[config.mk]
export PLATFORM = sky130hd
export DESIGN_NAME = lane_parity_unit
export DESIGN_NICKNAME = d
export VERILOG_FILES = /design/src/rtl/lane_parity_pkg.sv /design/src/rtl/lane_parity_slice.sv /design/src/rtl/lane_error_collect.sv /design/src/rtl/lane_parity_unit.sv
export SDC_FILE = /design/constraint.sdc
export NUM_CORES = 1
export LEC_CHECK = 0
export BUFFER_PORTS_ARGS = -buffer_cell sky130_fd_sc_hd__buf_2
export CORE_UTILIZATION = 41
export CTS_BUF_LIST = sky130_fd_sc_hd__clkbuf_2 sky130_fd_sc_hd__clkbuf_4 sky130_fd_sc_hd__clkbuf_8
export DETAILED_ROUTE_END_ITERATION = 10
export PLACE_DENSITY = 0.83
export SLEW_MARGIN = 0
export SYNTH_ARGS = -nofsm -noshare
export SYNTH_HDL_FRONTEND = slang
export SYNTH_SLANG_ARGS = --single-unit
[constraint.sdc]
create_clock -name clk -period 1.53 [get_ports clk]
set_input_delay 0.153 -clock clk [delete_from_list [all_inputs] [get_ports clk]]
set_output_delay 0.153 -clock clk [all_outputs]
set_load 0.01 [all_outputs]
[src/rtl/lane_parity_pkg.sv]
package lane_parity_pkg;
  parameter int unsigned LANE_COUNT = 8;
  parameter int unsigned LANE_BITS  = 8;
endpackage

[src/rtl/lane_parity_slice.sv]
module lane_parity_slice #(
  parameter int unsigned W = lane_parity_pkg::LANE_BITS
) (
  input  logic [W-1:0] lane_data,
  input  logic         lane_par,
  output logic         gen_bit,
  output logic         mismatch
);
  // Even parity: the generated bit makes the count of ones even.
  always_comb begin
    gen_bit  = ^lane_data;
    mismatch = gen_bit ^ lane_par;
  end
endmodule

[src/rtl/lane_error_collect.sv]
module lane_error_collect #(
  parameter int unsigned N = lane_parity_pkg::LANE_COUNT
) (
  input  logic         clk,
  input  logic         rst_n,
  input  logic         rd_stb,
  input  logic         wr_stb,
  input  logic         chk_en_n,
  input  logic [N-1:0] lane_en_n,
  input  logic [N-1:0] mismatch,
  input  logic [N-1:0] gen_bits,
  output logic [N-1:0] par_out,
  output logic [N-1:0] lane_err,
  output logic         err_n
);
  logic [N-1:0] hit;

  always_comb hit = mismatch & ~lane_en_n;

  always_ff @(posedge clk) begin
    if (!rst_n) begin
      par_out  <= '0;
      lane_err <= '0;
      err_n    <= 1'b1;
    end else begin
      if (wr_stb) par_out <= gen_bits;
      if (rd_stb) lane_err <= hit;
      err_n <= !(rd_stb && !chk_en_n && (|hit));
    end
  end


  err_pulse_chk: assert property (@(posedge clk) disable iff (!rst_n)
    !err_n |-> ($past(rd_stb) && !$past(chk_en_n) && (lane_err != '0)));

  chk_off_quiet_chk: assert property (@(posedge clk) disable iff (!rst_n)
    $past(chk_en_n) |-> err_n);

  masked_lane_chk: assert property (@(posedge clk) disable iff (!rst_n)
    $past(rd_stb) |-> ((lane_err & $past(lane_en_n)) == '0));

  mask_hold_chk: assert property (@(posedge clk) disable iff (!rst_n)
    !$past(rd_stb) |-> $stable(lane_err));

  par_hold_chk: assert property (@(posedge clk) disable iff (!rst_n)
    !$past(wr_stb) |-> $stable(par_out));
endmodule

[src/rtl/lane_parity_unit.sv]
module lane_parity_unit #(
  parameter int unsigned LANES  = lane_parity_pkg::LANE_COUNT,
  parameter int unsigned LANE_W = lane_parity_pkg::LANE_BITS,
  localparam int unsigned BUS_W = LANES * LANE_W
) (
  input  logic             clk,
  input  logic             rst_n,
  input  logic [BUS_W-1:0] bus_data,
  input  logic [LANES-1:0] lane_en_n,
  input  logic [LANES-1:0] par_in,
  input  logic             chk_en_n,
  input  logic             rd_stb,
  input  logic             wr_stb,
  output logic [LANES-1:0] par_out,
  output logic             err_n,
  output logic [LANES-1:0] lane_err
);
  logic [LANES-1:0] gen_bits;
  logic [LANES-1:0] mismatch;

  for (genvar g = 0; g < LANES; g++) begin : g_lane
    lane_parity_slice #(.W(LANE_W)) slice_i (
      .lane_data (bus_data[g*LANE_W +: LANE_W]),
      .lane_par  (par_in[g]),
      .gen_bit   (gen_bits[g]),
      .mismatch  (mismatch[g])
    );


    even_par_chk: assert property (@(posedge clk) disable iff (!rst_n)
      $past(wr_stb) |-> ((^{$past(bus_data[g*LANE_W +: LANE_W]), par_out[g]}) == 1'b0));
  end

  lane_error_collect #(.N(LANES)) collect_i (
    .clk       (clk),
    .rst_n     (rst_n),
    .rd_stb    (rd_stb),
    .wr_stb    (wr_stb),
    .chk_en_n  (chk_en_n),
    .lane_en_n (lane_en_n),
    .mismatch  (mismatch),
    .gen_bits  (gen_bits),
    .par_out   (par_out),
    .lane_err  (lane_err),
    .err_n     (err_n)
  );
endmodule

* Yosys cells after proc, flatten, opt, wreduce, memory -nomap -nowiden
Index checks and enable logic that the tools add are counted.
** Storage, ports and cells
- Logic and storage cells :: 26
- Input bits :: 85
- Output and inout port bits :: 17
- Register bits :: 17
** Cells by class
- Bitwise logic cells :: 10
- Reduce and logical (&&, ||, !) cells :: 13
** Operator list (number)
- $reduce_xor A8 Y1 :: 8
- $and A8 B8 Y8 :: 1
- $not A8 Y8 :: 1
- $reduce_or A8 Y1 :: 1
- $xor A1 B1 Y1 :: 8
- $logic_and A1 B1 Y1 :: 2
- $logic_not A1 Y1 :: 2

* Logic depth before layout (Yosys ltp)
- Depth in word-level cells :: 6
- Mapped depth :: 6
- Depth with buffers taken out :: 6

* Cells and area by module
Synthesis repeated with hierarchy kept, for this count alone.
** Unflattened totals
- Cell total of the unflattened synthesis :: 135
- Area total of the unflattened synthesis :: 1410.1 µm²
** By module, submodules not included
- lane_error_collect :: cells each 71, sequential area each 340.3 µm², times used 1, area each 739.5 µm²
- lane_parity_slice :: cells each 8, sequential area each 0.0 µm², times used 8, area each 83.8 µm²

* Least setup slack after synthesis
Ideal clock, no wire load.
- Path type :: input to register
- From :: input bus_data[19]
- To :: register collect_i.lane_err[2]
- Stages :: 6
- Setup time :: 115 ps
- Buffers on the path :: 0
- Required time :: 1415 ps
- Arrival time :: 1121 ps
- Path slack :: 294 ps
- Cells stage by stage :: xor2_1 > xnor2_1 > xnor2_1 > mux2i_1 > mux2i_1 > and2_1
** Between the ends
- Cells in the longest elaborated chain, start to end :: 3
** Ends and longest elaborated chain
- start: declaration :: line lane_parity_unit.sv:8 : input logic [BUS_W-1:0] bus_data,
- $reduce_xor A8 Y1 :: line lane_parity_slice.sv:11 : gen_bit = ^lane_data;
- $xor A1 B1 Y1 :: line lane_parity_slice.sv:12 : mismatch = gen_bit ^ lane_par;
- $and A8 B8 Y8 :: line lane_error_collect.sv:18 : always_comb hit = mismatch & ~lane_en_n;
- end signal: assignment :: line lane_error_collect.sv:27 : if (rd_stb) lane_err <= hit;
- end: declaration :: line lane_error_collect.sv:13 : output logic [N-1:0] lane_err,
Every way passes these cells.
A chain may end at the register's enable or synchronous reset.

* Final worst setup path
- From :: input bus_data[19]
- To :: register collect_i.err_n
** Between the ends
- Cells in the longest elaborated chain, start to end :: 6
** Ends and longest elaborated chain
- $reduce_xor A8 Y1 :: line lane_parity_slice.sv:11
- $xor A1 B1 Y1 :: line lane_parity_slice.sv:12
- $and A8 B8 Y8 :: line lane_error_collect.sv:18
- $reduce_or A8 Y1 :: line lane_error_collect.sv:28 : err_n <= !(rd_stb && !chk_en_n && (|hit));
- $logic_and A1 B1 Y1 :: line lane_error_collect.sv:28
- $logic_not A1 Y1 :: line lane_error_collect.sv:28
- end signal: assignment :: line lane_error_collect.sv:28
- end: declaration :: line lane_error_collect.sv:14 : output logic err_n
Every way passes these cells.

==> flow_summary_export.csv <==
group,metric,value,unit
status,status,"completed",
floorplan,die_y,58.4,um
logic_synthesis,synth.avg_cell_area,9.24,um2
clock_tree,postCtsSetupBuffers,0,
final_layout,drive_gt1_share,43.2,%
logic_synthesis,synth_edf_count,0,
critical_path,path_buf_inv,1,
power,totalPowerFinal,0.00150,W
critical_path,timing.rr.end,"collect_i.lane_err[3]",
route,met1Wirelength,1140,um
sta,min_period,1.19,ns
floorplan,core,0.00303,mm2
route,drc,0,
sta,max_slew_margin,81.6,%
hold_path,hold_class,"in -> reg",
power,combPwrFrac,48.9,%
final_layout,fin_util,62.1,%
global_routing,grt_pass1_vias,1135,
clock_tree,cts_tree,"built",
final_layout,register_area,340,um2
critical_path,r2r_slack,0.82,ns
hold_path,hold_start,"chk_en_n",
clock_tree,cts_hold_buf,0,
sta,clock.fmax,840,MHz
floorplan,num_io_pins,102,
global_routing,grt.total_usage,16.8,%
power,p_leak,0.911,nW
clock_tree,clock_latency,0.29,ns
route,drt_iter0_drc,11,
floorplan,dieArea,0.00341,mm2
route,route.met2.wl,1450,um
floorplan,num_rows,20,
logic_synthesis,synth.distinct_cells,15,
clock_tree,cts_sinks,17,
final_layout,nFillCells,275,
route,viasPerCell,4.37,
global_routing,grt_pass1_wl,4370,um
logic_synthesis,synthFlopType,"dfxtp_1",
clock_tree,clk_pin_slew,0.10,ns
route,drt_first_pass_iters,3,
sta,worst_pin_slew,0.276,ns
global_routing,antenna_found_initial,0,
critical_path,cp-start-kind,"primary input",
floorplan,fp.dieW,58.4,um
power,ir_drop,0.526,mV
route,dr.max_layer_used,"met4",
critical_path,crit_family,"XOR/XNOR gates",
critical_path,crit_cells,7,
route,num_vias,1254,
critical_path,crit_type,"in -> reg",
placement,io_buffers,101,
logic_synthesis,synth_cells,141,
logic_synthesis,synth_nets,226,
placement,gp_congestion,0.684,
power,p_per_area,801,mW/mm2
power,p_int,0.00100,W
critical_path,r2r-start,"collect_i.lane_err[3]",
sta,hold_slack,0.0594,ns
power,p_switching,0.000500,W
route,ant_nets,0,
route,dr_wl_met3,225,um
power,swShare,33.2,%
critical_path,cp-end-kind,"flop",
sta,hold_viol_final,0,
logic_synthesis,ys.warnings.count,0,
critical_path,required,1.76,ns
power,power_frac_clock,15.9,%
final_layout,final_nets,329,
logic_synthesis,netlist_area,0.00130,mm2
sta,slew_viol_final,0,
route,drt-total-wl,2840,um
clock_tree,numCtsBuffers,3,
clock_tree,cts_max_level,1,
run,maxCapViolCount,0,
power,pwr-share-seq,35.2,%
critical_path,crit_chain,"buf_2 -> xor2_1 -> xnor2_1 -> xnor2_1 -> mux2i_1 -> o2111ai_1 -> o21ai_0",
sta,finClkSkew,0,ns
critical_path,critPathMaxStageDelay,0.27,ns
clock_tree,cts_root_buf,"clkbuf_4",
critical_path,startpoint,"bus_data[19]",
critical_path,critPathArrivalTime,1.42,ns
critical_path,crit_end,"collect_i.err_n",
critical_path,cpMostUsedCell,"xnor2_1",
critical_path,cp_max_fo,2,
sta,rsz0062_at_grt,"false",
final_layout,multi_input_area,928,um2
clock_tree,cts_resized,0,
floorplan,start_util,43.0,%
route,wl_per_cell,9.91,um
sta,setup_viol,0,
placement,dp_hpwl,2460,um
critical_path,reg2regPathDepth,2,
sta,tns,0,ns
final_layout,area_delta_synth_final,44.3,%
logic_synthesis,ys_seq_area_share,26.1,%
clock_tree,clockBufferDepth,2,
global_routing,globalRouteOverflowTotal,0,
logic_synthesis,ys_ff_latch,17,
logic_synthesis,ys_async_sr_fraction,0,%
critical_path,critPathSlowestCell,"mux2i_1",
global_routing,grt_max_degree,18,
final_layout,diodes,0,
sta,finalCritPeriodShare,77.8,%
through the flow:
stage / cells / worst slack (ns) / cell area, um2
after global routing: 287 / 0.184 / 1880
after global placement: 283 / 0.0532 / 1850
after CTS: 287 / 0.336 / 1880
after detailed placement: 283 / 0.0261 / 1850
after floorplan: 141 / 0.294 / 1300
final: 287 / 0.340 / 1880
cell usage in the layout, fill, tap and decap left out:
cell,instances
and2_1,6
xnor2_1,50
nor2_1,7
dfxtp_1,17
clkinv_2,1
inv_1,6
buf_2,101
o2111ai_1,2
nor3b_1,2
nand2_1,1
o21a_1,2
clkbuf_4,3
xor2_1,8
nor2b_1,16
o21ai_0,1
mux2i_1,20
tightest hold or removal path, delay by kind of cell:
family                 cells  cell delay (ns)
and+or+nand+nor            1             0.04
buffers and inverters      1             0.08
AOI/OAI and AO/OA          1             0.05
how the worst min path moves through the flow:
stage / to / depth (start not counted)
2_1_floorplan: collect_i.err_n / 2
3_3_place_gp: collect_i.err_n / 3
3_5_place_dp: collect_i.err_n / 3
4_1_cts: collect_i.err_n / 3
5_1_grt: collect_i.err_n / 3
6_report: collect_i.err_n / 3
flip-flops by register name, summed over array words and instances, names as in the netlist:
| register | flops |
|---|---|
| collect_i.lane_err | 8 |
| collect_i.err_n | 1 |
| collect_i.par_out | 8 |
per-layer routing:
metal	vias to the layer above	GRT usage, %
met5	-	0
met4	0	4.08
met3	2	3.08
met2	61	35.8
met1	538	16.1
li1	653	-
Yosys cell counts, types with 2 or more instances:
master | count | area, um2
and2_1 | 6 | 37.5
clkbuf_1 | 2 | 7.51
dfxtp_1 | 17 | 340
inv_1 | 6 | 22.5
mux2i_1 | 20 | 200
nor2_1 | 7 | 26.3
nor2b_1 | 16 | 100
nor3b_1 | 2 | 15.0
o2111ai_1 | 2 | 17.5
o21a_1 | 2 | 15.0
xnor2_1 | 50 | 438
xor2_1 | 8 | 70.1
cell families after synthesis:
group	count (synthesis)	synth area share, %
AOI/OAI and AO/OA	5	2.88
xor gates and xnor gates	58	39.0
buffers and inverters	9	2.59
DFF	17	26.1
muxes	20	15.4
and+or+nand+nor	32	14.0
power groups by stage:
stage	Clock, W	Combinational [W]	Sequential (W)
after floorplan	0	0.000472	0.000571
after global placement	0	0.000730	0.000539
after detailed placement	0	0.000743	0.000540
after CTS	0.000249	0.000746	0.000530
after global routing	0.000269	0.000809	0.000537
final	0.000239	0.000735	0.000530
cell type report:
type	instances	share of cell area, %
clock buffers	3	1.20
clock inverters	1	0.266
inverters	6	1.20
multi-input cells	115	49.4
flip-flops and latches	17	18.1
well taps	44	2.93
repair buffers	101	26.9
Power figures use the tool's default switching activity.
